**src/rtl/wcol_pkg.sv**
```systemverilog
package wcol_pkg;

    typedef enum logic [1:0] {
        ST_EMPTY,
        ST_WIDE,
        ST_SRAM
    } col_state_e;

    typedef enum logic [1:0] {
        CLS_WIDE,
        CLS_DESC,
        CLS_SRAM,
        CLS_DIRECT
    } wr_class_e;

    localparam int unsigned OFF_EVQ_PTR = 'h400;
    localparam int unsigned OFF_TIMER   = 'h420;
    localparam int unsigned OFF_RX_DPTR = 'h830;
    localparam int unsigned OFF_TX_DPTR = 'hA10;

endpackage

```
**src/rtl/wcol_decode.sv**
```systemverilog
module wcol_decode
    import wcol_pkg::*;
#(
    parameter int ADDR_W     = 20,
    parameter int PAGE_SHIFT = 13
) (
    input  logic [ADDR_W-1:2] addr,
    output wr_class_e         cls,
    output logic [ADDR_W-1:0] tag,
    output logic [1:0]        lane_idx,
    output logic              timer_p0
);
    localparam int PAGE_W = ADDR_W - 1 - PAGE_SHIFT;
    localparam logic [PAGE_SHIFT-1:0] L_EVQ = PAGE_SHIFT'(OFF_EVQ_PTR);
    localparam logic [PAGE_SHIFT-1:0] L_TMR = PAGE_SHIFT'(OFF_TIMER);
    localparam logic [PAGE_SHIFT-1:0] L_RXD = PAGE_SHIFT'(OFF_RX_DPTR);
    localparam logic [PAGE_SHIFT-1:0] L_TXD = PAGE_SHIFT'(OFF_TX_DPTR);

    logic                  is_sram;
    logic [PAGE_SHIFT-1:0] off;
    logic [PAGE_W-1:0]     page;
    logic [PAGE_SHIFT-1:0] off_blk;

    always_comb begin
        is_sram  = addr[ADDR_W-1];
        off      = {addr[PAGE_SHIFT-1:2], 2'b00};
        page     = addr[ADDR_W-2:PAGE_SHIFT];
        off_blk  = {off[PAGE_SHIFT-1:4], 4'h0};
        timer_p0 = !is_sram && (off == L_TMR) && (page == '0);
        if (is_sram) begin
            cls      = CLS_SRAM;
            tag      = {addr[ADDR_W-1:3], 3'b000};
            lane_idx = {1'b0, addr[2]};
        end else begin
            tag      = {addr[ADDR_W-1:4], 4'h0};
            lane_idx = addr[3:2];
            if (off == L_EVQ || off == L_TMR)
                cls = CLS_DIRECT;
            else if (off_blk == L_RXD || off_blk == L_TXD)
                cls = CLS_DESC;
            else
                cls = CLS_WIDE;
        end
    end
endmodule

```
**src/rtl/wcol_lanes.sv**
```systemverilog
module wcol_lanes #(
    parameter int LANE_W = 32,
    parameter int LANES  = 4
) (
    input  logic [LANES-1:0]        base_mask,
    input  logic [LANES*LANE_W-1:0] base_data,
    input  logic [1:0]              idx,
    input  logic                    qword,
    input  logic [2*LANE_W-1:0]     wdata,
    output logic [LANES-1:0]        wr_lanes,
    output logic [LANES-1:0]        mask_o,
    output logic [LANES*LANE_W-1:0] data_o
);
    for (genvar g = 0; g < LANES; g++) begin : g_lane
        logic hit_lo, hit_hi;
        always_comb begin
            hit_lo = qword ? (2'(g) == {idx[1], 1'b0}) : (2'(g) == idx);
            hit_hi = qword && (2'(g) == {idx[1], 1'b1});
            wr_lanes[g] = hit_lo || hit_hi;
            mask_o[g]   = base_mask[g] || hit_lo || hit_hi;
            if (hit_lo)
                data_o[g*LANE_W +: LANE_W] = wdata[LANE_W-1:0];
            else if (hit_hi)
                data_o[g*LANE_W +: LANE_W] = wdata[2*LANE_W-1:LANE_W];
            else
                data_o[g*LANE_W +: LANE_W] = base_data[g*LANE_W +: LANE_W];
        end
    end
endmodule

```
**src/rtl/wcol_top.sv**
```systemverilog
module wcol_top
    import wcol_pkg::*;
#(
    parameter int ADDR_W        = 20,
    parameter int PAGE_SHIFT    = 13,
    parameter int LANE_W        = 32,
    parameter bit TIMER_ERRATUM = 1'b1
) (
    input  logic                clk,
    input  logic                rst_n,
    input  logic                wr_valid,
    input  logic [ADDR_W-1:0]   wr_addr,
    input  logic                wr_qword,
    input  logic [2*LANE_W-1:0] wr_data,
    output logic                reg_commit,
    output logic [ADDR_W-1:0]   reg_addr,
    output logic [4*LANE_W-1:0] reg_data,
    output logic                sram_commit,
    output logic [ADDR_W-1:0]   sram_addr,
    output logic [2*LANE_W-1:0] sram_data,
    output logic                dir_commit,
    output logic [ADDR_W-1:0]   dir_addr,
    output logic [LANE_W-1:0]   dir_data
);
    localparam int WIDE_W = 4 * LANE_W;
    localparam int KEEP_W = 3 * LANE_W;

    col_state_e          state, state_nx;
    logic [ADDR_W-1:0]   col_tag, col_tag_nx;
    logic [3:0]          col_mask, col_mask_nx;
    logic [WIDE_W-1:0]   col_data, col_data_nx;

    wr_class_e           cls;
    logic [ADDR_W-1:0]   tag;
    logic [1:0]          lane_idx;
    logic                timer_p0;
    logic                hit;
    logic [3:0]          base_mask, wr_lanes, mrg_mask;
    logic [WIDE_W-1:0]   base_data, mrg_data;

    logic                reg_go, sram_go, dir_go;
    logic [WIDE_W-1:0]   reg_val;

    wcol_decode #(.ADDR_W(ADDR_W), .PAGE_SHIFT(PAGE_SHIFT)) u_decode (
        .addr     (wr_addr[ADDR_W-1:2]),
        .cls      (cls),
        .tag      (tag),
        .lane_idx (lane_idx),
        .timer_p0 (timer_p0)
    );

    always_comb begin
        hit = (col_tag == tag) &&
              (((state == ST_SRAM) && (cls == CLS_SRAM)) ||
               ((state == ST_WIDE) && (cls == CLS_WIDE || cls == CLS_DESC)));
        base_mask = hit ? col_mask : 4'h0;
        base_data = hit ? col_data : '0;
    end

    wcol_lanes #(.LANE_W(LANE_W), .LANES(4)) u_lanes (
        .base_mask (base_mask),
        .base_data (base_data),
        .idx       (lane_idx),
        .qword     (wr_qword),
        .wdata     (wr_data),
        .wr_lanes  (wr_lanes),
        .mask_o    (mrg_mask),
        .data_o    (mrg_data)
    );

    // next-state and commit decision
    always_comb begin
        state_nx    = state;
        col_tag_nx  = col_tag;
        col_mask_nx = col_mask;
        col_data_nx = col_data;
        reg_go      = 1'b0;
        sram_go     = 1'b0;
        dir_go      = 1'b0;
        reg_val     = mrg_data;
        if (wr_valid) begin
            unique case (cls)
                CLS_DIRECT: begin
                    dir_go = 1'b1;
                    if (TIMER_ERRATUM && timer_p0) begin      // invalidate
                        state_nx    = ST_EMPTY;
                        col_mask_nx = 4'h0;
                    end
                end
                CLS_SRAM: begin
                    if (mrg_mask[1:0] == 2'b11) begin         // commit
                        sram_go     = 1'b1;
                        state_nx    = ST_EMPTY;
                        col_mask_nx = 4'h0;
                    end else begin                            // open/merge/restart
                        state_nx    = ST_SRAM;
                        col_tag_nx  = tag;
                        col_mask_nx = mrg_mask;
                        col_data_nx = mrg_data;
                    end
                end
                CLS_WIDE: begin
                    if (mrg_mask == 4'hF) begin               // commit
                        reg_go      = 1'b1;
                        state_nx    = ST_EMPTY;
                        col_mask_nx = 4'h0;
                    end else begin                            // open/merge/restart
                        state_nx    = ST_WIDE;
                        col_tag_nx  = tag;
                        col_mask_nx = mrg_mask;
                        col_data_nx = mrg_data;
                    end
                end
                CLS_DESC: begin
                    if (wr_lanes[3]) begin                    // commit, forced
                        reg_go      = 1'b1;
                        if (mrg_mask != 4'hF)
                            reg_val = {mrg_data[WIDE_W-1:KEEP_W], {KEEP_W{1'b0}}};
                        state_nx    = ST_EMPTY;
                        col_mask_nx = 4'h0;
                    end else if (state == ST_EMPTY || hit) begin  // open/merge
                        state_nx    = ST_WIDE;
                        col_tag_nx  = tag;
                        col_mask_nx = mrg_mask;
                        col_data_nx = mrg_data;
                    end
                    // otherwise: drop, collector untouched
                end
                default: ;
            endcase
        end
    end

    // state register
    always_ff @(posedge clk) begin
        if (!rst_n) begin
            state    <= ST_EMPTY;
            col_tag  <= '0;
            col_mask <= 4'h0;
            col_data <= '0;
        end else begin
            state    <= state_nx;
            col_tag  <= col_tag_nx;
            col_mask <= col_mask_nx;
            col_data <= col_data_nx;
        end
    end

    // registered commit outputs
    always_ff @(posedge clk) begin
        if (!rst_n) begin
            reg_commit  <= 1'b0;
            reg_addr    <= '0;
            reg_data    <= '0;
            sram_commit <= 1'b0;
            sram_addr   <= '0;
            sram_data   <= '0;
            dir_commit  <= 1'b0;
            dir_addr    <= '0;
            dir_data    <= '0;
        end else begin
            reg_commit  <= reg_go;
            sram_commit <= sram_go;
            dir_commit  <= dir_go;
            if (reg_go) begin
                reg_addr <= tag;
                reg_data <= reg_val;
            end
            if (sram_go) begin
                sram_addr <= tag;
                sram_data <= mrg_data[2*LANE_W-1:0];
            end
            if (dir_go) begin
                dir_addr <= wr_addr;
                dir_data <= wr_data[LANE_W-1:0];
            end
        end
    end

    AST_ONE_STROBE: assert property (@(posedge clk) disable iff (!rst_n)
        $onehot0({reg_commit, sram_commit, dir_commit}));
    AST_COMMIT_CAUSE: assert property (@(posedge clk) disable iff (!rst_n)
        (reg_commit || sram_commit || dir_commit) |-> $past(wr_valid));
    AST_DESC_TOP: assert property (@(posedge clk) disable iff (!rst_n)
        (wr_valid && cls == CLS_DESC && wr_lanes[3]) |=> reg_commit);
    AST_DESC_DROP: assert property (@(posedge clk) disable iff (!rst_n)
        (wr_valid && cls == CLS_DESC && !wr_lanes[3] && state != ST_EMPTY && !hit)
        |=> ($stable(col_tag) && $stable(col_mask)));
    AST_TIMER_CLEAR: assert property (@(posedge clk) disable iff (!rst_n)
        (TIMER_ERRATUM && wr_valid && cls == CLS_DIRECT && timer_p0)
        |=> (state == ST_EMPTY && col_mask == 4'h0));
endmodule

```
**config.mk**
```make
export PLATFORM = sky130hd
export DESIGN_NAME = wcol_top
export DESIGN_NICKNAME = d
export VERILOG_FILES = /design/src/rtl/wcol_pkg.sv /design/src/rtl/wcol_decode.sv /design/src/rtl/wcol_lanes.sv /design/src/rtl/wcol_top.sv
export SDC_FILE = /design/constraint.sdc
export NUM_CORES = 1
export LEC_CHECK = 0
export BUFFER_PORTS_ARGS = -buffer_cell sky130_fd_sc_hd__buf_2
export CORE_MARGIN = 3
export CORE_UTILIZATION = 50
export DETAILED_ROUTE_END_ITERATION = 8
export PLACE_DENSITY = 0.82
export REMOVE_ABC_BUFFERS = 1
export SYNTH_ARGS = -nofsm -noshare
export SYNTH_HDL_FRONTEND = slang
export SYNTH_SLANG_ARGS = --single-unit
```
**constraint.sdc**
```tcl
create_clock -name clk -period 3.05 [get_ports clk]
set_input_delay 0.305 -clock clk [delete_from_list [all_inputs] [get_ports clk]]
set_output_delay 0.305 -clock clk [all_outputs]
set_load 0.02 [all_outputs]
```
==> results.sh, run 1 <==
export IMPL_outcome="complete, no violations"
export IMPL_fin_hold_ws_ns=0.0692
export IMPL_cts_sinks=432
export IMPL_ff2ff_setup_slack_ns=0.21
export IMPL_synth_seq_area_share=0.497
export IMPL_io_pins=375
export IMPL_synthXorXnorAreaFrac=0.00856
export IMPL_crit_fanout=16
export IMPL_yosys_warnings=0
export IMPL_muxShareOfSynthArea=0.00986
export IMPL_cap_violations=0
export IMPL_gp_congestion=0.892
export IMPL_start_util=0.513
export IMPL_worst_pin_slew_ns=1.04
export IMPL_multiInputGateArea_um2=7800
export IMPL_die_area_um2=37000
export IMPL_start_kind="flip-flop"
export IMPL_grt_pass1_wl_um=89600
export IMPL_place_area_um2=19700
export IMPL_skew_ns=0.0160
export IMPL_die_x_um=192
export IMPL_route_detailed_drc=0
export IMPL_grt_pass1_vias=15800
export IMPL_cts_buffers_inserted=45
export IMPL_synth_compound_area_share=0.242
export IMPL_syn_area_um2=17400
export IMPL_dpl_worst_slack_ns=-0.0213
export IMPL_synth_edf_count=0
export IMPL_fin_area_um2=21300
export IMPL_drtIter0Drc=1497
export IMPL_clk_latency_ns=0.54
export IMPL_synth_seq_cells=432
export IMPL_worst_slack_ns=0.212
export IMPL_synth_cells=1990
export IMPL_fp_dieH_um=192
export IMPL_critPathArrivalTime_ns=3.27
export IMPL_ant_nets=0
export IMPL_hold_class="input port to flip-flop"
export IMPL_nNetsFinal=2349
export IMPL_seqCellArea_um2=8650
export IMPL_path_class="flip-flop to flip-flop"
export IMPL_yosys_top_cells_area="dfxtp_1, a22o_1, nand2_1"
export IMPL_hold_start="wr_addr[16]"
export IMPL_core_area_um2=33900
export IMPL_antenna_found_initial=4
export IMPL_relSlewSlack=0.305
export IMPL_hold_path_end="dir_addr[16]$_SDFFE_PN0P_"
export IMPL_synth_most_common_cell="dfxtp_1"
export IMPL_grt_max_degree=72
export IMPL_r2r_cells=8
export IMPL_ys_flop_type="dfxtp_1"
export IMPL_rsz0062_at_grt="no"
export IMPL_root_buffer="clkbuf_16"
export IMPL_synth_top_cell_area_share=0.497
export IMPL_dp_hpwl_um=38700
export IMPL_gr_usage_all_layers=0.302
export IMPL_end_kind="flip-flop"
export IMPL_fill_cells=2811
export IMPL_synth_top_family_by_area="compound AO/OA/AOI/OAI gates"
export IMPL_r2r_end="col_data[74]$_SDFFE_PN0P_"
export IMPL_hold_path_depth=3
export IMPL_report_final_setup_viol=0
export IMPL_hold_viol=0
export IMPL_overflow=0
export IMPL_drive_gt1_frac=0.241
export IMPL_synth_common_cells="dfxtp_1, nand2_1, a22o_1"
export IMPL_vias_per_cell=6.12
export IMPL_clkTransAtPathRegs_ns=0.06
export IMPL_avgRoutedWirePerCell_um=21.4
export IMPL_fmax_mhz=352
export IMPL_syn_avg_cell_area_um2=8.74
export IMPL_synthArstFlopShare=0
export IMPL_irDropWorstVdd_v=0.000473
export IMPL_rows=67
export IMPL_required_ns=3.48
export IMPL_period_needed_ns=2.84
export IMPL_firstDrtPassIters=5
export IMPL_clk_path_buf_depth=3
export IMPL_ctsHtreeMaxLevel=2
export IMPL_syn_to_final_growth_pct=22.7
export IMPL_startpoint="col_tag[6]$_SDFFE_PN0P_"
export IMPL_finalCritPeriodShare=0.931
export IMPL_p_leak_uw=0.00887
export IMPL_slew_viol_final=0
export IMPL_power_density_nw_per_um2=599
export IMPL_num_vias=16800
export IMPL_yosysTopAreaCell="dfxtp_1"
export IMPL_numPortBuffers=368
export IMPL_cts_tree="yes"
export IMPL_yosys_cell_types_count=58
export IMPL_r2r_start="col_tag[6]$_SDFFE_PN0P_"
export IMPL_synth_simple_area_share=0.177
export IMPL_wl_um=58700
export IMPL_synthAdderAreaFrac=0
[kinds of logic after synthesis]
group                     count (synthesis)
AOI/OAI and AO/OA                       605
buffers and inverters                   233
DFF                                     432
other                                     1
and+or+nand+nor                         685
xor gates and xnor gates                 17
muxes                                    17
[state kept, by name, indices dropped and copies added, names as in the netlist]
register / count
col_data: 128
col_mask: 4
col_tag: 17
dir_addr: 20
dir_commit: 1
dir_data: 32
reg_addr: 17
reg_commit: 1
reg_data: 128
sram_addr: 17
sram_commit: 1
sram_data: 64
state: 2
[layer usage]
layer	vias to the layer above	part of all wire	track usage	routed length, µm
met4	2	0.032	0.121	1900
met1	8114	0.41	0.404	24400
li1	7678	-	-	-
met2	880	0.46	0.490	27200
met5	-	0.00022	0	13
met3	123	0.089	0.0485	5210
[critical path, stage by stage, from the launching register on]
cell and delay, ns:
dfxtp_1 0.33, xnor2_1 0.26, o21ai_0 0.25, nor4_4 0.40
a21oi_1 0.21, a211o_2 0.49, and4_2 0.32, buf_4 0.21
a22o_1 0.25
[report_power, final]
part | total, µW | internal [µW] | switching, µW
clock | 5960 | 3670 | 2290
combinational | 1000 | 305 | 699
sequential | 5810 | 5750 | 61.5
[worst max-delay path by stage]
stage | slack (ns) | end | cells past startpoint
2_1_floorplan | -6.00 | sram_data[10]$_SDFFE_PN0P_ | 6
3_3_place_gp | 0.04 | col_data[93]$_SDFFE_PN0P_ | 9
3_5_place_dp | -0.02 | col_data[93]$_SDFFE_PN0P_ | 9
4_1_cts | 0.13 | col_data[101]$_SDFFE_PN0P_ | 9
5_1_grt | 0.05 | col_data[74]$_SDFFE_PN0P_ | 8
6_report | 0.21 | col_data[74]$_SDFFE_PN0P_ | 8
[placed cells by master (no fill, tap or decap), types with 5 or more instances in the layout]
cell type  instances
dfxtp_1          432
buf_2            367
nand2_1          360
a22o_1           157
a21oi_1          128
o21ai_0          116
nor2_1           113
nand4_1           81
a31oi_1           65
buf_4             58
and3_1            49
clkbuf_16         46
o2bb2ai_1         35
a32o_1            34
a22oi_1           32
nor3_1            28
buf_12            18
mux2i_1           16
a211oi_1          14
xor2_1            11
clkbuf_8           9
bufinv_16          8
xnor2_1            6
conb_1             6
nor4_1             5
inv_1              5
nor2b_1            5
nor2_4             5
nand3_1            5
clkbuf_1           5
[area by class of cell]
cell class,instances,area share
Multi-Input combinational cell,1330,0.365
Inverter,6,0.00129
Antenna cell,4,0.000469
Timing Repair Buffer,446,0.125
Clock buffer,60,0.0606
Clock inverter,20,0.0157
Tap cell,448,0.0263
Sequential cell,432,0.405
[per-stage QoR]
step / total power (µW) / TNS (ns) / utilization / cells
after CTS: 12800 / 0 / 0.629 / 2742
after global routing: 13100 / 0 / 0.630 / 2745
after global placement: 6890 / 0 / 0.581 / 2660
final: 12800 / 0 / 0.630 / 2746
after floorplan: 6410 / -984.78 / - / 1768
after detailed placement: 6910 / -0.204 / 0.581 / 2660
[timing repair]
item                                    4_1_cts  5_1_grt
hold buffers                                  2        0
endpoints found under the setup margin        0       93
buffers inserted                              0        0
resized for setup                             0        2
hold endpoints to repair                      2        0
Note: power is estimated with default switching activity, not from simulation.
==> run 2: changes to the inputs <==
--- a/config.mk
+++ b/config.mk
@@ -5,11 +5,12 @@
 export SDC_FILE = /design/constraint.sdc
 export NUM_CORES = 1
 export LEC_CHECK = 0
+export ABC_AREA = 1
 export BUFFER_PORTS_ARGS = -buffer_cell sky130_fd_sc_hd__buf_2
 export CORE_MARGIN = 3
 export CORE_UTILIZATION = 50
 export DETAILED_ROUTE_END_ITERATION = 8
-export PLACE_DENSITY = 0.82
+export PLACE_DENSITY = 0.81
 export REMOVE_ABC_BUFFERS = 1
 export SYNTH_ARGS = -nofsm -noshare
 export SYNTH_HDL_FRONTEND = slang
==> run 2 against run 1 <==
Global-route usage shrank 2.3 points. Routed wire length grew 2.0%. Combinational power grew 42%. Fmax grew 2.4%. Power grew 4.8%.
==> results.sh, run 2 <==
export IMPL_yosys_top_cells_area="dfxtp_1, nor2_1, nand2_1"
export IMPL_clk_path_buf_depth=3
export IMPL_syn_area_um2=19700
export IMPL_syn_avg_cell_area_um2=6.44
export IMPL_path_class="input port to flip-flop"
export IMPL_io_pins=375
export IMPL_synth_seq_area_share=0.439
export IMPL_outcome="complete, no violations"
export IMPL_hold_class="input port to flip-flop"
export IMPL_cts_sinks=432
export IMPL_core_area_um2=38700
export IMPL_r2r_cells=16
export IMPL_avgRoutedWirePerCell_um=15.5
export IMPL_start_util=0.508
export IMPL_top_regs="col_data x128, reg_data x128, sram_data x64"
export IMPL_root_buffer="clkbuf_16"
export IMPL_syn_to_final_growth_pct=19.7
export IMPL_clk_latency_ns=0.57
export IMPL_firstDrtPassIters=6
export IMPL_hold_path_depth=3
export IMPL_postCtsSetupBuffers=0
export IMPL_ys_flop_type="dfxtp_1"
export IMPL_setup_tns_ns=0
export IMPL_vias_per_cell=5.14
export IMPL_skew_ns=0.0278
export IMPL_relSlewSlack=0.470
export IMPL_hold_path_end="col_tag[6]$_SDFFE_PN0P_"
export IMPL_fmax_mhz=361
export IMPL_required_ns=3.56
export IMPL_yosys_cell_types_count=33
export IMPL_clkTransAtPathRegs_ns=0.06
export IMPL_hold_viol=0
export IMPL_critPathArrivalTime_ns=3.28
export IMPL_power_density_nw_per_um2=568
export IMPL_fp_dieH_um=204
export IMPL_rows=72
export IMPL_synth_top_cell_area_share=0.439
export IMPL_numPortBuffers=368
export IMPL_drtIter0Drc=1633
export IMPL_grt_max_degree=150
export IMPL_overflow=0
export IMPL_route_detailed_drc=0
export IMPL_cap_violations=0
export IMPL_busiest_layer="met2"
export IMPL_fin_cells=3874
export IMPL_grt_pass1_wl_um=95500
export IMPL_ant_nets=0
export IMPL_gr_usage_all_layers=0.279
export IMPL_globalRouteMet3Util=0.0455
export IMPL_end_kind="flip-flop"
export IMPL_yosys_warnings=0
export IMPL_antenna_found_initial=4
export IMPL_synth_cells=3057
export IMPL_crit_fanout=135
export IMPL_gp_congestion=0.862
export IMPL_hold_start="wr_addr[6]"
export IMPL_rsz0062_at_grt="no"
export IMPL_gr_usage_met1=0.358
export IMPL_ff2ff_setup_slack_ns=0.45
export IMPL_irDropWorstVdd_v=0.000489
export IMPL_dp_hpwl_um=37700
export IMPL_die_area_um2=41800
export IMPL_slew_viol_final=0
export IMPL_p_leak_uw=0.0120
export IMPL_synth_seq_cells=432
export IMPL_report_final_setup_viol=0
export IMPL_grt_pass1_vias=18500
export IMPL_p_total_uw=13400
export IMPL_ctsHtreeMaxLevel=2
export IMPL_layout_common_cells="nor2_1, nand2_1, dfxtp_1"
export IMPL_num_vias=19900
export IMPL_synth_common_cells="nor2_1, nand2_1, dfxtp_1"
export IMPL_start_kind="input port"
export IMPL_startpoint="wr_addr[7]"
export IMPL_die_x_um=204
export IMPL_layout_commonest_cell="nor2_1"
export IMPL_yosysTopAreaCell="dfxtp_1"
export IMPL_cts_tree="yes"
export IMPL_worst_pin_slew_ns=0.794
export IMPL_nNetsFinal=3406
export IMPL_fin_hold_ws_ns=0.0330
export IMPL_r2r_end="col_data[115]$_SDFFE_PN0P_"
export IMPL_dp_cells=3777
export IMPL_cts_buffers_inserted=45
export IMPL_synth_edf_count=0
export IMPL_wl_um=59900
export IMPL_synthArstFlopShare=0
export IMPL_r2r_start="state[1]$_SDFFE_PN0P_"
export IMPL_period_needed_ns=2.77
export IMPL_synth_most_common_cell="nor2_1"
export IMPL_finalCritPeriodShare=0.909
export IMPL_drive_gt1_frac=0.156
export IMPL_grt_met2_usage=0.473
## run 2: cells by family (layout without fill, tap and decap cells)
family,Yosys count,in the layout,synth area share
other,1,7,0.000190
XOR/XNOR,3,3,0.00133
buffers and inverters,504,797,0.106
AO/OA/AOI/OAI,357,357,0.0969
flip-flops,432,432,0.439
AND/OR/NAND/NOR,1760,1760,0.356
## run 2: through the flow
step	utilization	worst slack, ns	area (µm²)
after CTS	0.608	0.361	23600
after detailed placement	0.563	0.307	21800
after global routing	0.609	0.00484	23600
final	0.609	0.279	23600
after global placement	0.563	0.365	21800
after floorplan	-	-2.52	18700
## run 2: how the worst max path moves through the flow
stage	end	slack, ns	depth (start not counted)
floorplan	col_data[0]$_SDFFE_PN0P_	-2.52	10
global placement	col_data[94]$_SDFFE_PN0P_	0.37	18
detailed placement	col_data[22]$_SDFFE_PN0P_	0.31	18
CTS	col_data[30]$_SDFFE_PN0P_	0.36	19
global route	col_data[126]$_SDFFE_PN0P_	0.005	19
finish	col_data[97]$_SDFFE_PN0P_	0.28	18
## run 2: timing repair
item / 4_1_cts / 5_1_grt
hold buffers: 12 / 0
setup endpoints to repair: 0 / 69
resized for setup: 0 / 4
hold endpoints to repair: 12 / 0
## run 2: worst max-delay path, stage by stage
cell	delay [ns]
dlygate4sd3_1	0.55
buf_2	0.15
nor2_1	0.12
nand2_1	0.07
nor2_1	0.20
nand2_1	0.19
nand3_1	0.11
nand2_1	0.12
nand3_1	0.14
nand2_1	0.06
nand2_1	0.18
nor2_4	0.05
nand2_4	0.15
nand3_4	0.14
buf_16	0.25
nand2_1	0.16
nand2_1	0.06
nor2_1	0.12
## run 2: cell type report
| type | count | area (µm²) |
|---|---|---|
| antenna | 1 | 2.50 |
| inverter | 287 | 1080 |
| timing repair buffer | 426 | 2530 |
| multi-input combinational | 2126 | 9040 |
| fill | 3689 | 15200 |
| sequential | 432 | 8650 |
| clock inverter | 24 | 350 |
| tap | 518 | 648 |
| clock buffer | 60 | 1270 |
## run 2: layer usage
metal | up-vias | routed length [µm]
met5 | - | 33
met4 | 6 | 2010
met3 | 140 | 4310
met2 | 764 | 28200
met1 | 9033 | 25400
li1 | 9985 | -
## run 2: power by group
part	leakage, µW	internal [µW]	switching (µW)	total [µW]
clock network	0.000785	3640	2370	6010
logic	0.00772	448	973	1420
registers	0.00352	5860	102	5960
total	0.0120	9940	3440	13400
